## src/rtl/pwi_pkg.sv

```systemverilog
// Shared types and field positions for the parallel write port.
// Assumes a 32-bit configuration word with 4-bit timing fields.
package pwi_pkg;
    localparam int FIELD_W  = 4;
    localparam int CS_LSB   = 16;
    localparam int WS_LSB   = 12;
    localparam int ACT_LSB  = 8;
    localparam int HOLD_LSB = 4;
    localparam int EN_BIT   = 0;

    typedef enum logic [2:0] {
        PH_IDLE,
        PH_CSU,
        PH_WSU,
        PH_ACT,
        PH_HLD
    } phase_t;

    typedef struct packed {
        logic [FIELD_W-1:0] cs;
        logic [FIELD_W-1:0] ws;
        logic [FIELD_W-1:0] act;
        logic [FIELD_W-1:0] hold;
    } timing_t;

    function automatic timing_t unpack_timing(input logic [31:0] w);
        timing_t t;
        t.cs   = w[CS_LSB   +: FIELD_W];
        t.ws   = w[WS_LSB   +: FIELD_W];
        t.act  = w[ACT_LSB  +: FIELD_W];
        t.hold = w[HOLD_LSB +: FIELD_W];
        return t;
    endfunction
endpackage

```

## src/rtl/pwi_strobe_seq.sv

```systemverilog
// Per-word access sequencer: on start it captures one data word and
// steps through lead, setup, strobe-low and hold phases. Zero-length
// phases are skipped, but the strobe phase always lasts at least one
// cycle. Assumes timing inputs stay stable for the whole access.
module pwi_strobe_seq
    import pwi_pkg::*;
#(
    parameter int DATA_W = 16
) (
    input  logic              clk,
    input  logic              rst_n,
    input  logic              start,
    input  logic [DATA_W-1:0] din,
    input  timing_t           tm,
    output logic              cs_n,
    output logic              wr_n,
    output logic [DATA_W-1:0] dout,
    output logic              idle,
    output logic              word_end
);
    phase_t             st;
    phase_t             first_ph;
    phase_t             nxt_ph;
    logic [FIELD_W-1:0] cnt;

    // Cycle count to load on entering a phase (count value is length-1).
    function automatic logic [FIELD_W-1:0] load_of(input phase_t p, input timing_t t);
        case (p)
            PH_CSU:  return t.cs - 1'b1;
            PH_WSU:  return t.ws - 1'b1;
            PH_ACT:  return (t.act == '0) ? '0 : t.act - 1'b1;
            PH_HLD:  return t.hold - 1'b1;
            default: return '0;
        endcase
    endfunction

    // First phase of an access and the phase following the current one.
    always_comb begin
        if (tm.cs != '0)      first_ph = PH_CSU;
        else if (tm.ws != '0) first_ph = PH_WSU;
        else                  first_ph = PH_ACT;
        case (st)
            PH_CSU:  nxt_ph = (tm.ws != '0) ? PH_WSU : PH_ACT;
            PH_WSU:  nxt_ph = PH_ACT;
            PH_ACT:  nxt_ph = (tm.hold != '0) ? PH_HLD : PH_IDLE;
            default: nxt_ph = PH_IDLE;
        endcase
    end

    // Phase register, phase counter and captured data word.
    always_ff @(posedge clk) begin
        if (!rst_n) begin
            st   <= PH_IDLE;
            cnt  <= '0;
            dout <= '0;
        end else if (st == PH_IDLE) begin
            if (start) begin
                dout <= din;
                st   <= first_ph;
                cnt  <= load_of(first_ph, tm);
            end
        end else if (cnt != '0) begin
            cnt <= cnt - 1'b1;
        end else begin
            st  <= nxt_ph;
            cnt <= load_of(nxt_ph, tm);
        end
    end

    // Bus strobes decoded from the phase register.
    always_comb begin
        idle     = (st == PH_IDLE);
        cs_n     = idle;
        wr_n     = (st != PH_ACT);
        word_end = !idle && (cnt == '0) && (nxt_ph == PH_IDLE);
    end
endmodule

```

## src/rtl/pwi_frame_ctl.sv

```systemverilog
// Frame controller: qualifies the trigger, captures timing and word
// count at frame start, counts finished words and keeps the sticky
// done flag. Assumes word_end pulses once per finished access.
module pwi_frame_ctl
    import pwi_pkg::*;
#(
    parameter int LEN_W = 16
) (
    input  logic             clk,
    input  logic             rst_n,
    input  logic [31:0]      cfg_word,
    input  logic             trig_we,
    input  logic [1:0]       trig_val,
    input  logic [LEN_W-1:0] frame_len,
    input  logic             done_clr,
    input  logic             word_end,
    output logic             busy,
    output logic             frame_done,
    output timing_t          tm
);
    logic [LEN_W-1:0] left_q;
    logic             start_ok;
    logic             last_end;

    // Trigger qualification and last-word detection.
    always_comb begin
        start_ok = trig_we && trig_val[0] && trig_val[1] && cfg_word[EN_BIT]
                   && (frame_len != '0) && !busy;
        last_end = busy && word_end && (left_q == LEN_W'(1));
    end

    // Busy state, remaining word count and captured timing.
    always_ff @(posedge clk) begin
        if (!rst_n) begin
            busy   <= 1'b0;
            left_q <= '0;
            tm     <= '0;
        end else if (start_ok) begin
            busy   <= 1'b1;
            left_q <= frame_len;
            tm     <= unpack_timing(cfg_word);
        end else if (busy && word_end) begin
            left_q <= left_q - 1'b1;
            if (last_end) busy <= 1'b0;
        end
    end

    // Sticky done flag; a set on the same edge wins over a clear.
    always_ff @(posedge clk) begin
        if (!rst_n)        frame_done <= 1'b0;
        else if (last_end) frame_done <= 1'b1;
        else if (done_clr) frame_done <= 1'b0;
    end
endmodule

```

## src/rtl/pwi_i80_writer.sv

```systemverilog
// Top level of the parallel write port: joins the frame controller and
// the per-word sequencer and exposes the pixel handshake.
// Assumes the pixel source holds pix_data while pix_valid is high.
module pwi_i80_writer
    import pwi_pkg::*;
#(
    parameter int DATA_W = 16,
    parameter int LEN_W  = 16
) (
    input  logic              clk,
    input  logic              rst_n,
    input  logic [31:0]       cfg_word,
    input  logic              trig_we,
    input  logic [1:0]        trig_val,
    input  logic [LEN_W-1:0]  frame_len,
    input  logic              done_clr,
    input  logic              pix_valid,
    input  logic [DATA_W-1:0] pix_data,
    output logic              pix_ready,
    output logic              bus_cs_n,
    output logic              bus_wr_n,
    output logic [DATA_W-1:0] bus_data,
    output logic              busy,
    output logic              frame_done
);
    timing_t tm;
    logic    seq_idle;
    logic    word_end;
    logic    take;

    // Handshake: accept a word only between accesses of a live frame.
    always_comb begin
        pix_ready = busy && seq_idle;
        take      = pix_valid && pix_ready;
    end

    pwi_frame_ctl #(.LEN_W(LEN_W)) u_ctl (
        .clk        (clk),
        .rst_n      (rst_n),
        .cfg_word   (cfg_word),
        .trig_we    (trig_we),
        .trig_val   (trig_val),
        .frame_len  (frame_len),
        .done_clr   (done_clr),
        .word_end   (word_end),
        .busy       (busy),
        .frame_done (frame_done),
        .tm         (tm)
    );

    pwi_strobe_seq #(.DATA_W(DATA_W)) u_seq (
        .clk      (clk),
        .rst_n    (rst_n),
        .start    (take),
        .din      (pix_data),
        .tm       (tm),
        .cs_n     (bus_cs_n),
        .wr_n     (bus_wr_n),
        .dout     (bus_data),
        .idle     (seq_idle),
        .word_end (word_end)
    );
endmodule

```

## config.mk

```make
export PLATFORM = sky130hd
export DESIGN_NAME = pwi_i80_writer
export DESIGN_NICKNAME = d
export VERILOG_FILES = /design/src/rtl/pwi_pkg.sv /design/src/rtl/pwi_strobe_seq.sv /design/src/rtl/pwi_frame_ctl.sv /design/src/rtl/pwi_i80_writer.sv
export SDC_FILE = /design/constraint.sdc
export NUM_CORES = 1
export LEC_CHECK = 0
export ABC_AREA = 1
export BUFFER_PORTS_ARGS = -buffer_cell sky130_fd_sc_hd__clkbuf_2
export CORE_MARGIN = 1.5
export CORE_UTILIZATION = 47
export DETAILED_ROUTE_END_ITERATION = 10
export PLACE_DENSITY_LB_ADDON = 0.1
export SYNTH_ARGS = -nofsm -noshare
export SYNTH_HDL_FRONTEND = slang
export SYNTH_SLANG_ARGS = --single-unit
export TNS_END_PERCENT = 50
```

## constraint.sdc

```tcl
create_clock -name clk -period 1.4 [get_ports clk]
set_input_delay 0.07 -clock clk [delete_from_list [all_inputs] [get_ports clk]]
set_output_delay 0.07 -clock clk [all_outputs]
set_load 0.02 [all_outputs]
```

**After elaboration in Yosys (flattened, before gate mapping)**

Cells that the tools add are included.

- Eq/ne operators: 15
- $add $sub $neg: 6
- Muxes and demuxes: 20
- Reduce and logical (&&, ||, !) cells: 28

Operators with widths:

| kind | count |
|---|---|
| 2-to-1 mux 16 bit | 2 |
| case mux 4 bit (4 select lines) | 2 |
| subtractor 4 x 1 -> 4 bit (second input constant) | 5 |
| equality test 3 x 2 -> 1 bit (second input constant) | 6 |
| equality test 16 x 1 -> 1 bit (second input constant) | 1 |
| 2-to-1 mux 4 bit | 4 |
| nonzero test 16 bit | 1 |
| nonzero test 4 bit | 4 |
| subtractor 16 x 1 -> 16 bit (second input constant) | 1 |
| 2-to-1 mux 3 bit | 5 |
| logical AND 1 bit | 11 |
| equality test 3 x 1 -> 1 bit (second input constant) | 3 |
| case mux 3 bit (3 select lines) | 1 |
| logical NOT 4 bit | 2 |
| equality test 3 bit (second input constant) | 2 |
| logical NOT 3 bit | 2 |
| 2-to-1 mux 1 bit | 6 |
| AND reduction 2 bit | 3 |
| nonzero test 2 bit | 3 |
| inequality test 3 x 2 -> 1 bit (second input constant) | 1 |
| logical NOT 1 bit | 2 |
| inequality test 2 x 1 -> 1 bit (second input constant) | 1 |
| inequality test 2 bit (second input constant) | 1 |

- Output and inout port bits: 21
- Flip-flop bits (word level): 57
- Bits of input ports: 71
- Word-level logic and storage cells: 79

**Depth between registers and ports, before layout**

- Word-level depth: 10
- Depth in mapped cells: 12
- Depth with buffers taken out: 12

**Modules after synthesis**

From an unflattened synthesis, not the netlist that was laid out.

- Cells, all modules: 561
- Area, all modules: 3423.3 sq um

Modules (own cells, without submodules):

| module | cells each | area each (sq um) | sequential area each (sq um) | instances |
|---|---|---|---|---|
| pwi_frame_ctl | 313 | 1916.8 | 680.7 | 1 |
| pwi_strobe_seq | 244 | 1488.9 | 460.4 | 1 |
| pwi_i80_writer | 4 | 17.5 | 0.0 | 1 |

**Worst setup path before layout**

Ideal clock, no wire load.

- Kind: register to register
- Start: register u_seq.cnt[0]
- End: register u_ctl.left_q[9]
- Period minus slack after synthesis: 1.542 ns
- Required time: 1.290 ns
- Setup time: 0.110 ns
- Arrival: 1.432 ns
- Stages on the path, launching flop included: 13
- Path buffers: 1
- Slack: -0.142 ns
- Cell sequence: dfxtp_1 > inv_1 > ha_1 > nand3_1 > inv_1 > nand2_2 > inv_1 > nand4_2 > buf_6 > nand3_1 > nand3_1 > nand2_1 > inv_1

- Cells in the longest elaborated chain, start to end: 5

Ends and longest elaborated chain:

| item | line | source |
|---|---|---|
| start, declared | pwi_strobe_seq.sv:24 | `logic [FIELD_W-1:0] cnt;` |
| start signal, assigned | pwi_strobe_seq.sv:60 | `cnt <= load_of(first_ph, tm);` |
| start signal, assigned | pwi_strobe_seq.sv:63 | `cnt <= cnt - 1'b1;` |
| start signal, assigned | pwi_strobe_seq.sv:66 | `cnt <= load_of(nxt_ph, tm);` |
| logical NOT 4 bit | pwi_strobe_seq.sv:75 | `word_end = !idle && (cnt == '0) && (nxt_ph == PH_IDLE);` |
| logical AND 1 bit (2 in a row) | pwi_strobe_seq.sv:75 |  |
| logical AND 1 bit | pwi_frame_ctl.sv:42 | `end else if (busy && word_end) begin` |
| nonzero test 2 bit (no line) | -- |  |
| end signal, assigned | pwi_frame_ctl.sv:40 | `left_q <= frame_len;` |
| end signal, assigned | pwi_frame_ctl.sv:43 | `left_q <= left_q - 1'b1;` |
| end, declared | pwi_frame_ctl.sv:21 | `logic [LEN_W-1:0] left_q;` |

No other way between the ends.
A chain may end at the register's enable or synchronous reset.

**Worst setup path after layout**

- Start: register u_seq.st[1]
- End: register u_seq.cnt[3]

- Cells in the longest elaborated chain, start to end: 6
- Elaborated cells between the ends (all ways): 15
- Classes of those cells: eq/ne: 8; mux: 4; reduce/logical: 3

Ends and longest elaborated chain:

| item | line | source |
|---|---|---|
| start, declared | pwi_strobe_seq.sv:21 | `phase_t st;` |
| start signal, assigned | pwi_strobe_seq.sv:59 | `st <= first_ph;` |
| start signal, assigned | pwi_strobe_seq.sv:65 | `st <= nxt_ph;` |
| equality test 3 x 2 -> 1 bit / equality test 3 x 1 -> 1 bit (equally long branches) | pwi_strobe_seq.sv:42 | `case (st)` |
| case mux 3 bit (3 select lines) | pwi_strobe_seq.sv:42 |  |
| equality test 3 bit (tied with other cells) | pwi_strobe_seq.sv:28 | `case (p)` |
| case mux 4 bit (4 select lines) | pwi_strobe_seq.sv:28 |  |
| 2-to-1 mux 4 bit | pwi_strobe_seq.sv:62 | `end else if (cnt != '0) begin` |
| 2-to-1 mux 4 bit | pwi_strobe_seq.sv:56 | `end else if (st == PH_IDLE) begin` |

Parallel ways exist; a longest one is shown, timed or not.

==> implementation parameters <==
Parameter                              Value

Detailed routing
  Vias after detailed routing    3886
  First-iteration detailed-routing DRC count    229
  Antenna viol nets, final    0
  Sum of routed wire length over all layers    10.1 mm
  Remaining routing DRC violations    0
  Via density per instance    5.11
  Wire length per cell after detailed routing    13.2 um
  First-pass DRT Iterations    5

Synthesis
  Post-synth design cell area    3230 sq um
  Post-synthesis adder-cell area fraction    2.71%
  Xor/xnor share of the synthesized area    4.07%
  Post-synthesis sequential area ratio    35.3%
  Seq cells post-synth    57
  Synth Instances    503
  Most frequent cells after synthesis    138 x nand2_1, 62 x nor2_1, 57 x dfxtp_1, 55 x inv_1, 51 x a21oi_1
  Dominant combinational cell family by area after synthesis    simple AND/OR/NAND/NOR gates
  Syn_area_per_cell    6.42 sq um
  Fraction of registers with async set/reset    0%
  Number of library cell types mapped by synthesis    31
  Area share of the leading cell type in the synthesized netlist    35.3%
  Simple-Gate Fraction of Synth Area    34.1%
  Fraction of the mapped netlist area in compound gates    14.2%
  Warning count from the yosys run    0
  Synth Flop Type    dfxtp_1
  Largest area contributor in the synthesized netlist    dfxtp_1
  Multiplexer share of the synthesized area    0%
  Cell types with the largest area share after synthesis    dfxtp_1 35%, nand2_1 16%, a21oi_1 7.9%
  Syn nets    581
  Most instantiated library cell after synthesis    nand2_1
  EDFF count, synth    0

Final layout
  Antenna cells    0
  Area of the multi-input gates    2170 sq um
  Total of fill cells in the finished design    522
  Post-layout util    76.2%
  FF/Latch Area    1160 sq um
  Layout cell share with drive strength beyond 1    42.0%
  Net count of the finished layout    754
  Layout Area Growth over Synthesis    58.6%

Timing
  Actual slew at the worst max-slew pin    0.457 ns
  Hold Fails Final Rpt    3
  Normalized max-slew margin    69.5%
  Setup repair after global routing missed its margin    true
  Final period util    111%
  Worst hold-check slack    -0.0159 ns
  Worst Setup Slack, final    -0.156 ns
  Clock period minus final worst setup slack    1.56 ns
  Final Max Slew Viols    0
  Setup violators final    42
  Clock Skews    0.00797 ns
  Achievable Freq    0.642 GHz

Placement
  Detailed placement HPWL    6.63 mm
  Final Wtd Congestion    0.938
  Port-buffer cells    76

Outcome
  Violations in the final reports    hold timing, setup timing
  Status    finished, violations left

Worst setup path
  Peak per-stage delay on the critical path    0.37 ns
  Critical path class    reg -> reg
  Critical Path Slowest Stage Cell    dfxtp_4
  Kind of capture point of the worst setup path    flip-flop
  List of cells traversed by the critical path    nor2_4, nand2_4, buf_12, nor2_4, nand2_4, inv_6, nand4_1, nor2_1, nor2_1, nand2_1, inv_1
  Critical Path Source Type    flip-flop
  Crit path arrival time    1.81 ns
  Largest fanout on the critical path    4
  Critical path data required time    1.65 ns

Floorplan
  Vertical extent of the die    85.9 um
  Starting utilization of the core area    48.1%
  Die Outline Area    7380 sq um
  Die outline width    85.9 um
  Core area    6720 sq um
  I/O pins    92
  Cell row count    30

Global routing
  Number of antenna violations at the first check in global routing    0
  Number of global-route vias before repair    3471
  Global route overflow    0
  Overall routing resource usage    26.4%
  Global-route wire length before repair    15.5 mm
  Largest net degree at the start of global routing    28

Clocking
  Max H-tree Level    3
  Clk sink count    57
  Clock tree buffer depth    2
  CTS tree    yes
  Clock-pin slew on the worst setup and hold paths    0.07 ns
  Insertion delay of the later-clocked pin in the worst-skew pair    0.35 ns
  TritonCTS Buffers    9
  Clock tree root buffer cell    clkbuf_8

Power and ir drop
  Part of the total power dissipated in sequential elements    30.4%
  Clk network pwr share    21.4%
  Fraction of power spent switching nets    37.9%
  Worst supply voltage drop on vdd    0.632 mV
  Sw power    2.33 mW
  Relative contribution of combinational cells to total power    48.2%
  Cell-internal power    3.83 mW
  Leak    2.49 nW
  Power density of the placed cells    1200 nW/um^2

Min path
  Hold Path Class    in -> reg

Job
  Count of max-cap constraint violations    0
-- worst paths after layout --
kind	startpoint	endpoint	slack, ns	cells past startpoint
setup / recovery	u_seq.st[1]	u_seq.cnt[3]	-0.16	11
hold reg to reg	u_seq.dout[12]	u_seq.dout[12]	0.46	2
hold / removal	cfg_word[8]	u_ctl.tm[4]	-0.02	3
setup reg to reg	u_seq.st[1]	u_seq.cnt[3]	-0.16	11
-- layer usage --
metal	global-route usage, %	up-vias	wire length (um)
li1	-	1956	-
met1	33.6	1748	4500
met2	44.0	154	4700
met3	5.68	28	615
met4	9.68	0	266
met5	0	-	0
-- layout by cell type (no fill, tap or decap), drive strengths merged --
cell	count
nand2	141
xor2	9
buf	83
xnor2	6
ha	7
o31ai	1
nor2	65
and2	1
clkinvlp	3
a31oi	2
o21a	2
clkbuf	84
dlygate4sd3	21
nand4	7
o21ai	29
nand3	41
a21oi	51
nor3	4
or2	2
o211ai	2
dfxtp	57
o21bai	1
clkinv	5
inv	57
-- power groups by stage --
stage               Combinational (mW)  Clock, mW  Sequential [mW]
finish                            2.97       1.32             1.88
global route                      3.21       1.41             1.89
CTS                               2.48       1.33             1.83
detailed placement                2.26          0             1.85
global placement                  2.24          0             1.85
floorplan                         1.27          0             1.86
-- repair_timing --
item	4_1_cts	5_1_grt
hold endpoints to repair	21	0
hold buffers	21	0
gates resized for setup	47	95
buffers inserted	6	6
pin swaps	20	27
setup endpoints to repair	36	50
-- registers in the layout (all words and copies together), names as in the netlist --
name	flops
u_ctl.frame_done	1
u_ctl.busy	1
u_ctl.tm	16
u_seq.dout	16
u_ctl.left_q	16
u_seq.cnt	4
u_seq.st	3
-- layout make-up --
cell class                      instances  area share [%]
Tap cell                               80            1.95
Sequential cell                        57            22.6
Multi-Input combinational cell        371            42.3
Timing Repair Buffer                  178            25.3
Clock buffer                           10            2.49
Clock inverter                          6           0.684
Inverter                               59            4.59
-- per-stage QoR --
stage | area, sq um | power [mW] | setup WS (ns) | setup TNS, ns | std cells
2_1_floorplan | 3280 | 3.13 | -0.0384 | -0.0744 | 503
3_3_place_gp | 4240 | 4.09 | -0.124 | -1.15 | 712
3_5_place_dp | 4240 | 4.11 | -0.158 | -1.79 | 712
4_1_cts | 4800 | 5.65 | -0.118 | -1.28 | 755
5_1_grt | 5120 | 6.51 | -0.219 | -5.29 | 761
6_report | 5120 | 6.16 | -0.156 | -2.25 | 761
-- logic make-up (layout without fill, tap and decap cells) --
family / Yosys count / count (layout)
adders and majority gates: 7 / 7
AOI/OAI and AO/OA: 88 / 88
xor gates and xnor gates: 15 / 15
and+or+nand+nor: 261 / 261
buffers and inverters: 75 / 253
DFF: 57 / 57
-- worst max-delay path, delay by kind of cell (launching register included) --
kind | cells | cell delay [ns]
simple gates | 8 | 0.84
flops | 1 | 0.37
buf+inv | 3 | 0.25
No activity file was read; power rests on OpenSTA's default activity.
